**src/rtl/dl_irq_pkg.sv**
```systemverilog
package dl_irq_pkg;
  localparam int NEV      = 8;
  localparam int B_CW     = 7;
  localparam int B_RXFULL = 6;
  localparam int B_RXNEAR = 5;
  localparam int B_RXMSG  = 4;
  localparam int B_TXERR  = 3;
  localparam int B_TXOVF  = 2;
  localparam int B_TXNEAR = 1;
  localparam int B_TXMSG  = 0;

  typedef enum logic {
    MODE_HDLC  = 1'b0,
    MODE_UNFMT = 1'b1
  } dl_mode_e;

  typedef enum logic {
    ADDR_STAT = 1'b0,
    ADDR_EN   = 1'b1
  } dl_addr_e;
endpackage

```
**src/rtl/dl_irq_cond.sv**
```systemverilog
module dl_irq_cond
  import dl_irq_pkg::*;
#(
  parameter int DEPTH = 16,
  parameter int LVL_W = $clog2(DEPTH + 1)
) (
  input  logic             mode,
  input  logic [LVL_W-1:0] rx_level,
  input  logic [LVL_W-1:0] tx_level,
  input  logic [LVL_W-1:0] rx_near_thr,
  input  logic [LVL_W-1:0] rx_fill_lim,
  input  logic [LVL_W-1:0] tx_near_thr,
  input  logic             rx_cw,
  input  logic             rx_msg,
  input  logic             rx_wr,
  input  logic             tx_wr,
  input  logic             tx_udr,
  input  logic             tx_msg,
  output logic [NEV-1:0]   cond
);
  localparam logic [LVL_W-1:0] FULL_LVL = LVL_W'(DEPTH);

  dl_mode_e mode_e;
  logic     rx_is_full;
  logic     tx_is_full;

  always_comb begin
    mode_e     = dl_mode_e'(mode);
    rx_is_full = (rx_level == FULL_LVL);
    tx_is_full = (tx_level == FULL_LVL);
    cond           = '0;
    cond[B_CW]     = rx_cw;
    cond[B_RXFULL] = (mode_e == MODE_UNFMT) ? (rx_level >= rx_fill_lim)
                                            : (rx_wr && rx_is_full);
    cond[B_RXNEAR] = (rx_level >= rx_near_thr);
    cond[B_RXMSG]  = rx_msg;
    cond[B_TXERR]  = tx_udr;
    cond[B_TXOVF]  = tx_wr && tx_is_full;
    cond[B_TXNEAR] = (tx_level < tx_near_thr);
    cond[B_TXMSG]  = tx_msg;
  end
endmodule

```
**src/rtl/dl_irq_latch.sv**
```systemverilog
module dl_irq_latch #(
  parameter int N = 8
) (
  input  logic         clk,
  input  logic         rst_n,
  input  logic [N-1:0] cond,
  input  logic         clr,
  output logic [N-1:0] prev_q,
  output logic [N-1:0] stat_q
);
  for (genvar i = 0; i < N; i++) begin : g_bit
    logic rise;
    logic stat_d;

    always_comb begin
      rise   = cond[i] & ~prev_q[i];
      stat_d = (stat_q[i] & ~clr) | rise;
    end

    always_ff @(posedge clk or negedge rst_n) begin
      if (!rst_n) begin
        prev_q[i] <= 1'b0;
        stat_q[i] <= 1'b0;
      end else begin
        prev_q[i] <= cond[i];
        stat_q[i] <= stat_d;
      end
    end
  end
endmodule

```
**src/rtl/dl_irq_status.sv**
```systemverilog
module dl_irq_status
  import dl_irq_pkg::*;
#(
  parameter int DEPTH = 16,
  localparam int LVL_W = $clog2(DEPTH + 1)
) (
  input  logic             clk,
  input  logic             rst_n,
  input  logic             mode,
  input  logic [LVL_W-1:0] rx_level,
  input  logic [LVL_W-1:0] tx_level,
  input  logic [LVL_W-1:0] rx_near_thr,
  input  logic [LVL_W-1:0] rx_fill_lim,
  input  logic [LVL_W-1:0] tx_near_thr,
  input  logic             rx_cw,
  input  logic             rx_msg,
  input  logic             rx_wr,
  input  logic             tx_wr,
  input  logic             tx_udr,
  input  logic             tx_msg,
  input  logic             bus_rd,
  input  logic             bus_wr,
  input  logic             bus_addr,
  input  logic [NEV-1:0]   bus_wdata,
  output logic [NEV-1:0]   bus_rdata,
  output logic             irq
);
  logic [NEV-1:0] src_cond;
  logic [NEV-1:0] src_prev;
  logic [NEV-1:0] stat_q;
  logic [NEV-1:0] en_q;
  logic [NEV-1:0] en_d;
  logic           rd_clr;
  logic           en_we;
  logic           irq_d;
  logic           irq_q;
  dl_addr_e       addr_e;

  dl_irq_cond #(.DEPTH(DEPTH), .LVL_W(LVL_W)) u_cond (
    .mode(mode), .rx_level(rx_level), .tx_level(tx_level),
    .rx_near_thr(rx_near_thr), .rx_fill_lim(rx_fill_lim),
    .tx_near_thr(tx_near_thr), .rx_cw(rx_cw), .rx_msg(rx_msg),
    .rx_wr(rx_wr), .tx_wr(tx_wr), .tx_udr(tx_udr), .tx_msg(tx_msg),
    .cond(src_cond)
  );

  dl_irq_latch #(.N(NEV)) u_latch (
    .clk(clk), .rst_n(rst_n), .cond(src_cond), .clr(rd_clr),
    .prev_q(src_prev), .stat_q(stat_q)
  );

  always_comb begin
    addr_e    = dl_addr_e'(bus_addr);
    rd_clr    = bus_rd && (addr_e == ADDR_STAT);
    en_we     = bus_wr && (addr_e == ADDR_EN);
    en_d      = en_we ? bus_wdata : en_q;
    irq_d     = |(stat_q & en_q);
    bus_rdata = (addr_e == ADDR_EN) ? en_q : stat_q;
  end

  always_ff @(posedge clk or negedge rst_n) begin
    if (!rst_n) begin
      en_q  <= '0;
      irq_q <= 1'b0;
    end else begin
      en_q  <= en_d;
      irq_q <= irq_d;
    end
  end

  assign irq = irq_q;
endmodule

```
**config.mk**
```make
export PLATFORM = sky130hd
export DESIGN_NAME = dl_irq_status
export DESIGN_NICKNAME = d
export VERILOG_FILES = /design/src/rtl/dl_irq_pkg.sv /design/src/rtl/dl_irq_cond.sv /design/src/rtl/dl_irq_latch.sv /design/src/rtl/dl_irq_status.sv
export SDC_FILE = /design/constraint.sdc
export NUM_CORES = 1
export LEC_CHECK = 0
export ABC_AREA = 1
export ABC_CLOCK_PERIOD_IN_PS = 800
export BUFFER_PORTS_ARGS = -buffer_cell sky130_fd_sc_hd__buf_2
export CAP_MARGIN = 20
export CORE_UTILIZATION = 49
export DETAILED_ROUTE_END_ITERATION = 8
export PLACE_DENSITY = 0.79
export SYNTH_ARGS = -nofsm -noshare
export SYNTH_HDL_FRONTEND = slang
export SYNTH_HIERARCHICAL = 1
export SYNTH_SLANG_ARGS = --single-unit
```
**constraint.sdc**
```tcl
create_clock -name clk -period 0.8 [get_ports clk]
set_input_delay 0.08 -clock clk [delete_from_list [all_inputs] [get_ports clk]]
set_output_delay 0.08 -clock clk [all_outputs]
set_load 0.05 [all_outputs]
```
; ---- Yosys cells after proc, flatten, opt, wreduce, memory -nomap -nowiden
; Cells that the tools add are included.
[op_classes]
n_eq_ne = 2
mux = 2
n_reduce_logical = 5
n_bitwise = 35
magnitude_cmp = 3
[ops]
columns = operator, count
row1 = 1-bit AND, 16
row2 = "5-bit equality test, second input constant", 2
row3 = 5-bit greater-or-equal comparator, 2
row4 = 1-bit NOT, 10
row5 = 8-bit AND, 1
row6 = 8-bit 2-to-1 mux, 1
row7 = 1-bit bitwise OR, 8
row8 = 8-bit OR reduction, 1
row9 = 5-bit less-than comparator, 1
row10 = 1-bit logical AND, 4
row11 = 1-bit 2-to-1 mux, 1
[totals]
output_inout_bits = 9
ff_bits = 25
inputBits = 45

; ---- Logic depth before layout (Yosys ltp)
[depth]
depth_word = 5
depth_mapped = 10

; ---- Hierarchy
; Netlist, hierarchy kept.
[by_module_without_submodules]
columns = module, area_each_um2, seq_area_each_um2, n_inst, cells_each
row1 = dl_irq_status, 566.8, 225.2, 1, 79
row2 = dl_irq_latch, 524.3, 400.4, 1, 49
row3 = dl_irq_cond, 414.1, 0.0, 1, 67

; ---- Least setup slack after synthesis
; Ideal clock, no wire load.
[synth_path]
path_kind = reg-to-output
start = register u_latch.stat_q[5]
end = output bus_rdata[5]
n_path_buf = 0
arrival_time_ns = 1.461
t_required_ns = 0.720
path_stages_with_launch = 3
slack_ns = -0.741
path_cell_list = dfrtp_1 inv_1 o21ai_0
[synth_between]
elab_chain_len = 1
[synth_lines]
columns = element, line
row1 = start: declaration, dl_irq_latch.sv:9  ; output logic [N-1:0] stat_q
row2 = start signal: indexed assignment, dl_irq_latch.sv:26  ; stat_q[i] <= stat_d;
row3 = 8-bit 2-to-1 mux, dl_irq_status.sv:58  ; bus_rdata = (addr_e == ADDR_EN) ? en_q : stat_q;
row4 = end: declaration, dl_irq_status.sv:25  ; output logic [NEV-1:0] bus_rdata,
; No other way between the ends.

; ---- Worst setup path after layout
[layout_path]
start = register u_latch.stat_q[1]
end = output bus_rdata[1]
; Same word-level chain as after synthesis.

==> flow_summary.ini <==
[yosys]
syn_nets = 254
synth_area_sq_mm = 0.00151
synth_seq_cells = 25
yosysSeqAreaShare_pct = 41.6
yosys_warnings = 6
synthAdderAreaFrac_pct = 11.6
yosysMostFrequentCell = nand2_1
synthTopCellsByArea = dfrtp_1, nand2_1, ha_1
synthDistinctLibCells = 20
synth_largest_area_cell = dfrtp_1
synth-edff-count = 0
synth_top_family_by_area = simple AND/OR/NAND/NOR gates
synthFlopType = dfrtp_1
synthMuxAreaShare_pct = 0
synth-xor-area-share_pct = 0
avgSynthCellArea_sq_um = 7.72
synthTopCellsByCount = nand2_1, inv_1, dfrtp_1
synth-compound-area-share_pct = 6.57
synthSimpleGateAreaFrac_pct = 25.3
synthesis.instances = 195
synth.top_cell.area_share_pct = 41.6
synth-async-reset-ratio_pct = 100

[worst_setup_path]
timing.rr.start = u_latch/stat_q[3]
start_kind = flop
required_ps = 720
crit_path_max_fanout = 2
crit_path_end_kind = primary output
critPathArrivalTime_ps = 1080
path_class = flop to primary output
crit_path_start = u_latch/stat_q[1]

[timing]
min_period_ps = 1160
relSlewSlack_pct = 78.9
slew_viol_final = 0
hold_viol_final = 2
worst_pin_slew_ps = 316
finalCritPeriodShare_pct = 146
grt_setup_unrepaired = yes
fin_ws_ps = -364
timing.hold.ws_ps = -77.4
fmax_ghz = 0.859
setup_viol = 12
skew_ps = 1.43

[power]
p_per_area_mw_per_mm2 = 1540
ir_drop_uv = 701
p_int_mw = 2.31
p_sw_share_pct = 36.3
p_comb_share_pct = 42.6
cellLeakagePower_nw = 1.28
p_sw_mw = 1.31
seq_power_share_pct = 41.8
clock_power_share_pct = 15.6

[cts]
clock_sinks = 25
htree_levels = 1
clkTransAtPathRegs_ps = 130
root_buffer = clkbuf_4
clock_latency_ps = 320
tritoncts = built
cts_buffers = 3
clockBufferDepth = 2
hold_buffers = 11

[place]
place_ws_ps = -302
port_buffers = 53
dpl.cell_count = 277
place.gp.congestion = 0.767
place_hpwl_um = 2330

[die]
die_w_um = 57.4
ios = 54
fp.dieH_um = 57.4
die_area_sq_mm = 0.00330
placementRows = 19
core_sq_mm = 0.00283
start_util_pct = 53.2

[global_route]
grt_pass1_wl_um = 5750
grt.total_usage_pct = 22.4
grt_overflow = 0
grt_start_max_net_pins = 26
grt_pass1_vias = 1484
grt_antenna_before_repair = 0

[layout]
seq_area_sq_um = 626
diodes = 0
multi_input_area_sq_um = 868
layout-drive-gt1-share_pct = 46.4
fin_cells = 305
nFillCells = 182
nNetsFinal = 334
area_delta_synth_final_pct = 56.8

[min_path]
hold_path_class = input pin to flop
hp-start = tx_level[0]

[route]
first_iter_violations = 71
postRouteAntennaNets = 0
wirelength_um = 3670
first_pass_iters = 6
vias_per_cell = 4.93
drc = 3
wl_per_cell_um = 12.0
via_count = 1505

[run]
maxCapViolCount = 0

[outcome]
status = finished, violations left
violations = DRC, hold timing, setup timing
-- per-stage QoR --
| step | hold WS (ps) | utilization, % | TNS, ps | cell area (sq um) | power [mW] |
|---|---|---|---|---|---|
| after global routing | -74.7 | 83.4 | -3760 | 2360 | 3.82 |
| after CTS | -79.5 | 81.0 | -2970 | 2290 | 3.51 |
| final | -77.4 | 83.4 | -3290 | 2360 | 3.62 |
| after floorplan | -216 | - | -419 | 1730 | 2.33 |
| after detailed placement | 83.5 | 70.6 | -2050 | 2000 | 2.67 |
| after global placement | 80.2 | 70.6 | -1760 | 2000 | 2.64 |
-- critical path, stage by stage (launching register included) --
cell and delay, ps:
dfrtp_1 410, inv_2 50, o21ai_4 130, buf_6 170
-- metal layers --
layer  global-route usage, %  wire length [um]  vias to the layer above
li1                        -                 -                      753
met1                    25.3              1490                      696
met2                    42.4              1980                       47
met3                    1.81               126                        9
met4                    9.76                74                        0
met5                       0                 0                        -
-- power by group through the flow --
stage | Sequential (mW) | Combinational, mW | Clock (mW)
after global placement | 1.53 | 1.11 | 0
after global routing | 1.52 | 1.67 | 0.620
final | 1.51 | 1.54 | 0.566
after floorplan | 1.55 | 0.774 | 0
after detailed placement | 1.53 | 1.14 | 0
after CTS | 1.49 | 1.44 | 0.581
-- cells in the final DEF (no fill, tap or decap), drive strengths merged --
master / instances
a21o: 1
a21oi: 6
buf: 72
clkbuf: 4
clkinv: 1
dfrtp: 25
dlygate4sd3: 10
ha: 14
inv: 36
nand2: 73
nand3: 11
nand4: 2
nor2: 7
nor3: 2
o21ai: 10
-- path summary, 6_finish.rpt --
kind | slack, ps | endpoint | cells after the start
worst max-delay path | -360 | bus_rdata[1] | 3
worst min-delay path | -80 | u_latch/prev_q[2] | 2
worst max register to register | -230 | irq | 6
worst min register to register | 480 | u_latch/stat_q[2] | 3
max in group asynchronous | 300 | en_q[0] | 3
min in group asynchronous | 260 | en_q[1] | 3
-- cell families after synthesis --
family,count (synthesis)
and+or+nand+nor,95
AOI/OAI and AO/OA,17
buffers and inverters,44
DFF,25
adders and majority gates,14
-- sequential cells by signal, indices dropped and copies added, names as in the netlist --
name,flops
en_q,8
u_latch/prev_q,8
u_latch/stat_q,8
irq,1
-- cell type report --
class,count,share of cell area (%)
Multi-Input combinational cell,126,36.8
Timing Repair Buffer,83,26.2
Sequential cell,25,26.5
Clock buffer,3,0.954
Tap cell,31,1.64
Clock inverter,1,0.212
Inverter,36,7.64
-- repair_timing --
action	CTS	global route
hold endpoints to repair	40	1
setup buffers	13	8
pin swaps	2	19
endpoints found under the setup margin	10	15
resized for setup	24	26
Note: power is estimated with default switching activity, not from simulation.
